## src/rtl/wdog_twostage.sv

```systemverilog
module wdog_twostage #(
  parameter int CNT_W = 10
) (
  input  logic        clk,
  input  logic        rst_n,
  input  logic        bus_sel,
  input  logic        bus_we,
  input  logic [2:0]  bus_addr,
  input  logic [1:0]  bus_be,
  input  logic [15:0] bus_wdata,
  output logic [15:0] bus_rdata,
  input  logic        tick_en,
  input  logic        no_reboot,
  output logic        reboot_req
);

  localparam logic [2:0] A_CNT = 3'd0, A_TMR = 3'd1, A_DAT = 3'd2, A_STA = 3'd3,
                         A_STB = 3'd4, A_CT1 = 3'd5, A_CT2 = 3'd6, A_IRQ = 3'd7;
  localparam logic [CNT_W-1:0] TMR_RST = CNT_W'(4);
  localparam logic [CNT_W-1:0] ONE = CNT_W'(1);

  logic [CNT_W-1:0] tmr, count;
  logic             armed, halt, lock;
  logic [15:0]      ctl2;
  logic [7:0]       irq_sel, din, dout;
  logic             st_din, st_dout, st_to, st_sec, st_boot;

  wire        wr    = bus_sel & bus_we;
  wire [15:0] lanes = {{8{bus_be[1]}}, {8{bus_be[0]}}};
  wire [15:0] clr   = bus_wdata & lanes;
  wire        w_cnt = wr && bus_addr == A_CNT;
  wire        w_dat = wr && bus_addr == A_DAT;
  wire        w_sta = wr && bus_addr == A_STA;
  wire        w_stb = wr && bus_addr == A_STB;
  wire        step  = tick_en & ~halt;
  wire        expire = step & ~w_cnt & (count <= ONE);
  wire        second = expire & armed;

  function automatic logic [15:0] merge(input logic [15:0] old, input logic [15:0] nw,
                                        input logic [15:0] m);
    return (old & ~m) | (nw & m);
  endfunction

  always_ff @(posedge clk or negedge rst_n)
    if (!rst_n) begin
      count <= '0;
      armed <= 1'b0;
    end else if (w_cnt) begin
      count <= tmr;
      armed <= 1'b0;
    end else if (expire) begin
      count <= tmr;
      armed <= 1'b1;
    end else if (step) begin
      count <= count - ONE;
    end

  always_ff @(posedge clk or negedge rst_n)
    if (!rst_n) begin
      tmr     <= TMR_RST;
      ctl2    <= 16'h0008;
      irq_sel <= 8'h03;
      halt    <= 1'b0;
      lock    <= 1'b0;
      din     <= '0;
      dout    <= '0;
    end else if (wr) begin
      case (bus_addr)
        A_TMR: tmr <= CNT_W'(merge(16'(tmr), bus_wdata, lanes));
        A_CT2: ctl2 <= merge(ctl2, bus_wdata, lanes);
        A_IRQ: if (bus_be[0]) irq_sel <= bus_wdata[7:0];
        A_CT1: if (bus_be[0]) begin
          halt <= bus_wdata[0];
          lock <= lock | bus_wdata[1];
        end
        A_DAT: begin
          if (bus_be[0]) din  <= bus_wdata[7:0];
          if (bus_be[1]) dout <= bus_wdata[15:8];
        end
        default: ;
      endcase
    end

  always_ff @(posedge clk or negedge rst_n)
    if (!rst_n) begin
      st_din     <= 1'b0;
      st_dout    <= 1'b0;
      st_to      <= 1'b0;
      st_sec     <= 1'b0;
      st_boot    <= 1'b0;
      reboot_req <= 1'b0;
    end else begin
      st_din     <= (st_din  & ~(w_sta & clr[1])) | (w_dat & bus_be[0]);
      st_dout    <= (st_dout & ~(w_sta & clr[2])) | (w_dat & bus_be[1]);
      st_to      <= (st_to   & ~(w_sta & clr[3])) | expire;
      st_sec     <= (st_sec  & ~(w_stb & clr[1])) | second;
      st_boot    <= (st_boot & ~(w_stb & clr[2])) | second;
      reboot_req <= second & ~no_reboot & ~st_sec;
    end

  always_comb
    case (bus_addr)
      A_CNT:   bus_rdata = 16'(count);
      A_TMR:   bus_rdata = 16'(tmr);
      A_DAT:   bus_rdata = {dout, din};
      A_STA:   bus_rdata = {12'd0, st_to, st_dout, st_din, 1'b0};
      A_STB:   bus_rdata = {13'd0, st_boot, st_sec, 1'b0};
      A_CT1:   bus_rdata = {14'd0, lock, halt};
      A_CT2:   bus_rdata = ctl2;
      default: bus_rdata = {8'd0, irq_sel};
    endcase

  p_step_one_r4: assert property (@(posedge clk) disable iff (!rst_n)
    (step && !w_cnt && count > ONE) |=> count == $past(count) - ONE);
  p_halt_freeze_r3: assert property (@(posedge clk) disable iff (!rst_n)
    (halt && !w_cnt) |=> $stable(count));
  p_lock_stays_r9: assert property (@(posedge clk) disable iff (!rst_n)
    lock |=> lock);
  p_pulse_short_r7: assert property (@(posedge clk) disable iff (!rst_n)
    reboot_req |=> !reboot_req);
  p_strap_blocks_r7: assert property (@(posedge clk) disable iff (!rst_n)
    $past(no_reboot) |-> !reboot_req);
  p_boot_with_sec_r6: assert property (@(posedge clk) disable iff (!rst_n)
    $rose(st_sec) |-> st_boot);

endmodule

```

## config.mk

```make
export PLATFORM = sky130hd
export DESIGN_NAME = wdog_twostage
export DESIGN_NICKNAME = d
export VERILOG_FILES = /design/src/rtl/wdog_twostage.sv
export SDC_FILE = /design/constraint.sdc
export NUM_CORES = 1
export LEC_CHECK = 0
export ABC_AREA = 1
export BUFFER_PORTS_ARGS = -buffer_cell sky130_fd_sc_hd__buf_2
export CORE_UTILIZATION = 52
export DETAILED_ROUTE_END_ITERATION = 8
export PLACE_DENSITY = 0.84
export SLEW_MARGIN = 20
export SYNTH_ARGS = -nofsm -noshare
export SYNTH_HDL_FRONTEND = slang
export SYNTH_SLANG_ARGS = --single-unit
```

## constraint.sdc

```tcl
create_clock -name clk -period 1.3 [get_ports clk]
set_input_delay 0 -clock clk [delete_from_list [all_inputs] [get_ports clk]]
set_output_delay 0 -clock clk [all_outputs]
set_load 0.02 [all_outputs]
```

==> results.json, run 1 <==
{
  "synthToLayoutAreaGrowth_pct": 39.6,
  "regToRegEndpoint": "count[7]",
  "drt_iter0_drc": 508,
  "clkTransAtPathRegs_ns": 0.08,
  "ir_drop_mv": 1.33,
  "crit_end": "count[7]",
  "synth.area.top_cells": "dfrtp_1, nand2_1, o21ai_0, inv_1, nand3_1",
  "placed_cell_area_sq_um": 4050,
  "antenna_cells": 0,
  "cp.required_ns": 1.54,
  "track_usage_pct": 32.8,
  "fin_crit_sh_pct": 121,
  "htreeDepth": 3,
  "cts_tree": "yes",
  "viasPerCell": 6.25,
  "postRouteAntennaNets": 0,
  "place.gp.congestion": 0.914,
  "outcome": "complete, but fails checks",
  "power_density_nw_per_um2": 1760,
  "drcViolationCount": 0,
  "worstSetupPathType": "flop to flop",
  "grt_max_degree": 41,
  "skew_ns": 0.0121,
  "async_reset_ff_share_pct": 100,
  "clock_path_buffers": 2,
  "clock-sinks": 69,
  "reg2reg_slack_ns": -0.28,
  "dieHeight_um": 84.4,
  "start_util_pct": 54.6,
  "final_nets": 574,
  "wl_um": 12600,
  "start_kind": "flop",
  "critical-path-top-delay-family": "simple AND/OR/NAND/NOR gates",
  "synth.avg_cell_area_sq_um": 8.16,
  "tightest_slew_ns": 0.425,
  "swShare_pct": 36.1,
  "critPathMaxFanout": 4,
  "period_needed_ns": 1.58,
  "core-area_sq_um": 6460,
  "ios": 44,
  "hp-class": "primary input to flop",
  "cp_num_cells": 8,
  "dr.pass1.iters": 5,
  "die-area_sq_um": 7120,
  "reg2reg_depth": 8,
  "root_buffer": "clkbuf_8",
  "crit_buf_inv": 3,
  "placed_cells": 575,
  "power_switching_mw": 3.13,
  "syn_area_sq_um": 3530,
  "finalHoldViolCount": 0,
  "layout_setup_ws_ns": -0.279,
  "synth.top_cell.area_share_pct": 46.1,
  "wl_per_cell_um": 20.1,
  "syn_inst": 432,
  "place_hpwl_um": 6420,
  "antenna_found_initial": 0,
  "overflow": 0,
  "clk_latency_ns": 0.36,
  "path_cells": "inv_2 -> buf_4 -> buf_4 -> nand4_1 -> nor2_2 -> o21ai_2 -> nand2_1 -> nand2_1",
  "ys_seq_elements": 69,
  "fp.dieW_um": 84.4,
  "rsz0062_at_grt": "true",
  "max_stage_delay_ns": 0.45,
  "drive_above_1_share_pct": 35.8,
  "synth_fp_nets": 461,
  "pwr-share-seq_pct": 35.8,
  "synth_edf_count": 0,
  "min_from": "tick_en",
  "finish.instance_area_sq_um": 4920,
  "synthDistinctLibCells": 37,
  "numCtsBuffers": 9,
  "cp_data_arrival_time_ns": 1.82,
  "p_leak_nw": 2.45,
  "slew_headroom_pct": 71.7,
  "first_global_vias": 3607,
  "port_buffers": 43,
  "combPwrFrac_pct": 38.8,
  "startpoint": "count[0]",
  "fillers": 375,
  "layout_common_cells": "nand2_1, dfrtp_1, o21ai_0, buf_4, inv_1",
  "finalSetupViolCount": 22,
  "mostFrequentLayoutCell": "nand2_1",
  "reg2reg_from": "count[0]",
  "vias": 3916,
  "power_mw": 8.67,
  "synth_flop_cell": "dfrtp_1",
  "slew_viol_final": 0,
  "intPower_mw": 5.54,
  "crit_slowest_cell": "dfrtp_2",
  "maxCapViolCount": 0,
  "crit_path_end_kind": "flop",
  "fmax_mhz": 633,
  "ys_seq_area_share_pct": 49.1,
  "final_cells": 627,
  "synth_largest_area_cell": "dfrtp_1",
  "yosysWarnings": 0,
  "grt_pass1_wl_um": 17900,
  "pwr-share-clk_pct": 25.4,
  "violations": "setup timing",
  "row_count": 29
}
## what timing repair did
| action | in CTS | in global routing |
|---|---|---|
| buffers inserted | 4 | 12 |
| endpoints found under the hold margin | 114 | 0 |
| pin swaps | 15 | 21 |
| setup endpoints to repair | 22 | 26 |
| gates resized for setup | 44 | 46 |
| gates cloned | 1 | 0 |
| hold buffers | 19 | 0 |
## tightest hold or removal path: stages
cell     delay, ns
buf_2         0.09
nand2_2       0.07
nand2_4       0.17
o21ai_2       0.06
## through the flow
stage / hold slack [ns] / util (%) / worst slack (ns) / setup TNS, ns
2_1_floorplan: -0.296 / - / -0.0596 / -0.526
3_3_place_gp: -0.0503 / 62.7 / -0.0896 / -0.681
3_5_place_dp: -0.0449 / 62.7 / -0.160 / -1.80
4_1_cts: 0.0926 / 72.3 / -0.166 / -2.35
5_1_grt: 0.101 / 76.2 / -0.323 / -4.47
6_report: 0.0766 / 76.2 / -0.279 / -3.31
## final cells by class
type                            instances  area [sq um]  area share, %
Clock buffer                           10           138           2.79
Clock inverter                          6           109           2.21
Inverter                               59           235           4.78
Multi-Input combinational cell        293          1720           34.9
Sequential cell                        69          1730           35.2
Tap cell                               77          96.3           1.96
Timing Repair Buffer                  113           893           18.1
## layer usage
metal / wire (um) / track usage, % / share of wire [%] / vias up
li1: - / - / - / 1627
met1: 4420 / 40.2 / 35 / 1806
met2: 5840 / 55.4 / 46 / 362
met3: 1360 / 6.19 / 11 / 121
met4: 961 / 17.3 / 7.6 / 0
met5: 0 / 0 / 0 / -
## Yosys cell counts (all sizes together) (4+ instances only)
cell	count
nand4	6
nor2	26
o22ai	4
dfstp	4
a21oi	15
mux2	6
dfrtp	65
o21ai	63
buf	12
nand2	131
inv	57
nand3	26
## worst min path at each step
stage / endpoint / slack (ns) / cells after the start
after floorplan: asynchronous set/reset pin / -0.30 / 0
after global placement: lock / -0.05 / 1
after detailed placement: din[1] / -0.04 / 1
after CTS: lock / 0.09 / 5
after global routing: count[2] / 0.10 / 4
final: count[2] / 0.08 / 4
## power by group through the flow
stage / combinational [mW] / sequential [mW] / clock (mW)
6_report: 3.37 / 3.10 / 2.20
5_1_grt: 3.60 / 3.13 / 2.28
4_1_cts: 2.71 / 3.02 / 2.16
3_5_place_dp: 2.39 / 3.02 / 0
3_3_place_gp: 2.27 / 2.99 / 0
2_1_floorplan: 1.38 / 2.99 / 0
## logic make-up (layout without fill, tap and decap cells)
kind of cell,after synthesis,in the layout,share of synthesized area (%)
xor gates and xnor gates,1,1,0.248
and+or+nand+nor,192,193,24.3
DFF,69,69,49.1
AOI/OAI and AO/OA,91,91,14.0
buffers and inverters,71,188,9.15
muxes,6,6,2.45
adders and majority gates,2,2,0.709
(Power assumes the default switching activity.)
==> run 2: changes to the inputs <==
Settings changed: PLACE_DENSITY 0.84 to 0.76.
==> run 2 against run 1 <==
- the flow still finishes with violations (setup timing)
- clock power shrank 28%
- register-to-register slack gained 0.10 ns
- critical path depth grew 1
- first-iteration DRC count shrank 50%
- combinational power shrank 11%
- critical endpoint is now count[1]
- largest power group is now sequential cells
- highest routed layer unchanged
==> results.json, run 2 (synthesis gave the netlist of run 1 again) <==
{
  "fmax_mhz": 677,
  "finalSetupViolCount": 20,
  "antenna_found_initial": 0,
  "power_density_nw_per_um2": 1600,
  "clock_path_buffers": 2,
  "dr_wl_met3_um": 531,
  "start_kind": "flop",
  "first_global_vias": 3090,
  "top_layer": "met4",
  "fp.dieW_um": 84.4,
  "place_hpwl_um": 6020,
  "core-area_sq_um": 6460,
  "ir_drop_mv": 0.935,
  "dr.pass1.iters": 5,
  "drcViolationCount": 0,
  "overflow": 0,
  "start_util_pct": 54.6,
  "fillers": 430,
  "finalHoldViolCount": 0,
  "cp.required_ns": 1.53,
  "slew_viol_final": 0,
  "postRouteAntennaNets": 0,
  "ios": 44,
  "drt_iter0_drc": 253,
  "crit_path_end_kind": "flop",
  "skew_ns": 0.00678,
  "clkTransAtPathRegs_ns": 0.07,
  "p_leak_nw": 2.34,
  "die-area_sq_um": 7120,
  "root_buffer": "clkbuf_8",
  "wl_um": 9240,
  "final_cells": 614,
  "numCtsBuffers": 9,
  "port_buffers": 43,
  "outcome": "complete, but fails checks",
  "row_count": 29,
  "critPathMaxFanout": 6,
  "tightest_slew_ns": 0.366,
  "hp-class": "primary input to flop",
  "worstSetupPathType": "flop to flop",
  "cp_data_arrival_time_ns": 1.70,
  "synthToLayoutAreaGrowth_pct": 34.5,
  "clock-sinks": 69,
  "maxCapViolCount": 0,
  "clk_latency_ns": 0.35,
  "slew_headroom_pct": 75.6,
  "hold_ws_ns": 0.0914,
  "antenna_cells": 0,
  "layout_common_cells": "nand2_1, dfrtp_1, o21ai_0",
  "drive_above_1_share_pct": 35.2,
  "wl_per_cell_um": 15.0,
  "wl_met1_um": 3980,
  "dieHeight_um": 84.4,
  "violations": "setup timing",
  "fin_crit_sh_pct": 114,
  "dr_wl_met2_um": 4490,
  "mostFrequentLayoutCell": "nand2_1",
  "vias": 3382,
  "final_nets": 561,
  "layout_setup_ws_ns": -0.177,
  "cts_tree": "yes",
  "place_ws_ns": -0.166,
  "place.gp.congestion": 0.801,
  "grt_pass1_wl_um": 14800,
  "viasPerCell": 5.51,
  "htreeDepth": 3,
  "rsz0062_at_grt": "true",
  "period_needed_ns": 1.48,
  "grt_max_degree": 70,
  "track_usage_pct": 27.0,
  "placed_cells": 573
}
-- run 2: changes by cell type in the layout (fill, tap and decap cells not counted), moves of 2 or more --
cell       previous run  this run
bufinv_16             3         0
buf_2                34        36
inv_1                42        40
buf_4                45        32
a21oi_2               4         2
buf_12                3         1
o2111ai_2             0         2
nand2_4               5         3
inv_2                12        14
nand2_1             115       113
nand2_2              12        15
-- run 2: what timing repair did --
| action | in CTS | in global routing |
|---|---|---|
| hold buffers | 19 | 0 |
| gates cloned | 1 | 0 |
| endpoints found under the hold margin | 114 | 0 |
| pin swaps | 9 | 14 |
| resized for setup | 27 | 67 |
| endpoints found under the setup margin | 21 | 25 |
| setup buffers | 1 | 4 |
-- run 2: cell type report --
class	count	area, sq um	share of cell area (%)
sequential	69	1730	36.5
multi-input combinational	293	1730	36.5
timing repair buffer	100	766	16.1
inverter	59	238	5.01
clock buffer	12	155	3.27
tap	77	96.3	2.03
clock inverter	4	22.5	0.475
-- run 2: final timing paths --
| kind | startpoint | to | slack [ns] | cells past startpoint |
|---|---|---|---|---|
| max in group asynchronous | rst_n | irq_sel[1] | 0.78 | 3 |
| worst min register to register | st_sec | reboot_req | 0.48 | 1 |
| worst max-delay path | count[0] | count[1] | -0.18 | 9 |
| min in group asynchronous | rst_n | reboot_req | 0.20 | 3 |
| worst max register to register | count[0] | count[1] | -0.18 | 9 |
| worst min-delay path | bus_addr[1] | st_to | 0.09 | 4 |
-- run 2: metal layers --
metal / vias up / GRT usage [%]
li1: 1606 / -
met1: 1609 / 36.9
met2: 144 / 43.8
met3: 23 / 4.13
met4: 0 / 10.3
met5: - / 0
-- run 2: metrics by stage --
step	total power [mW]	instance area, sq um	util (%)	setup TNS [ns]
detailed placement	5.33	4030	62.4	-1.22
global placement	5.25	4030	62.4	-0.438
CTS	7.09	4500	69.6	-2.06
finish	7.60	4740	73.4	-1.80
floorplan	4.38	3550	-	-0.526
global route	8.03	4740	73.4	-3.28
-- run 2: report_power, final --
group / switching, mW / internal, mW / leakage [nW]
registers: 0.324 / 2.70 / 0.841
logic: 1.62 / 1.37 / 1.41
clock network: 0.800 / 0.787 / 0.0921
total: 2.74 / 4.86 / 2.34
-- run 2: worst max-delay path, stage by stage (launching register included) --
cell,delay [ns]
dfrtp_2,0.44
inv_2,0.09
ha_4,0.14
nor2_4,0.04
nor2_4,0.09
nand3_4,0.17
nand2_4,0.17
nand2_1,0.07
nand3_2,0.06
o21ai_1,0.08
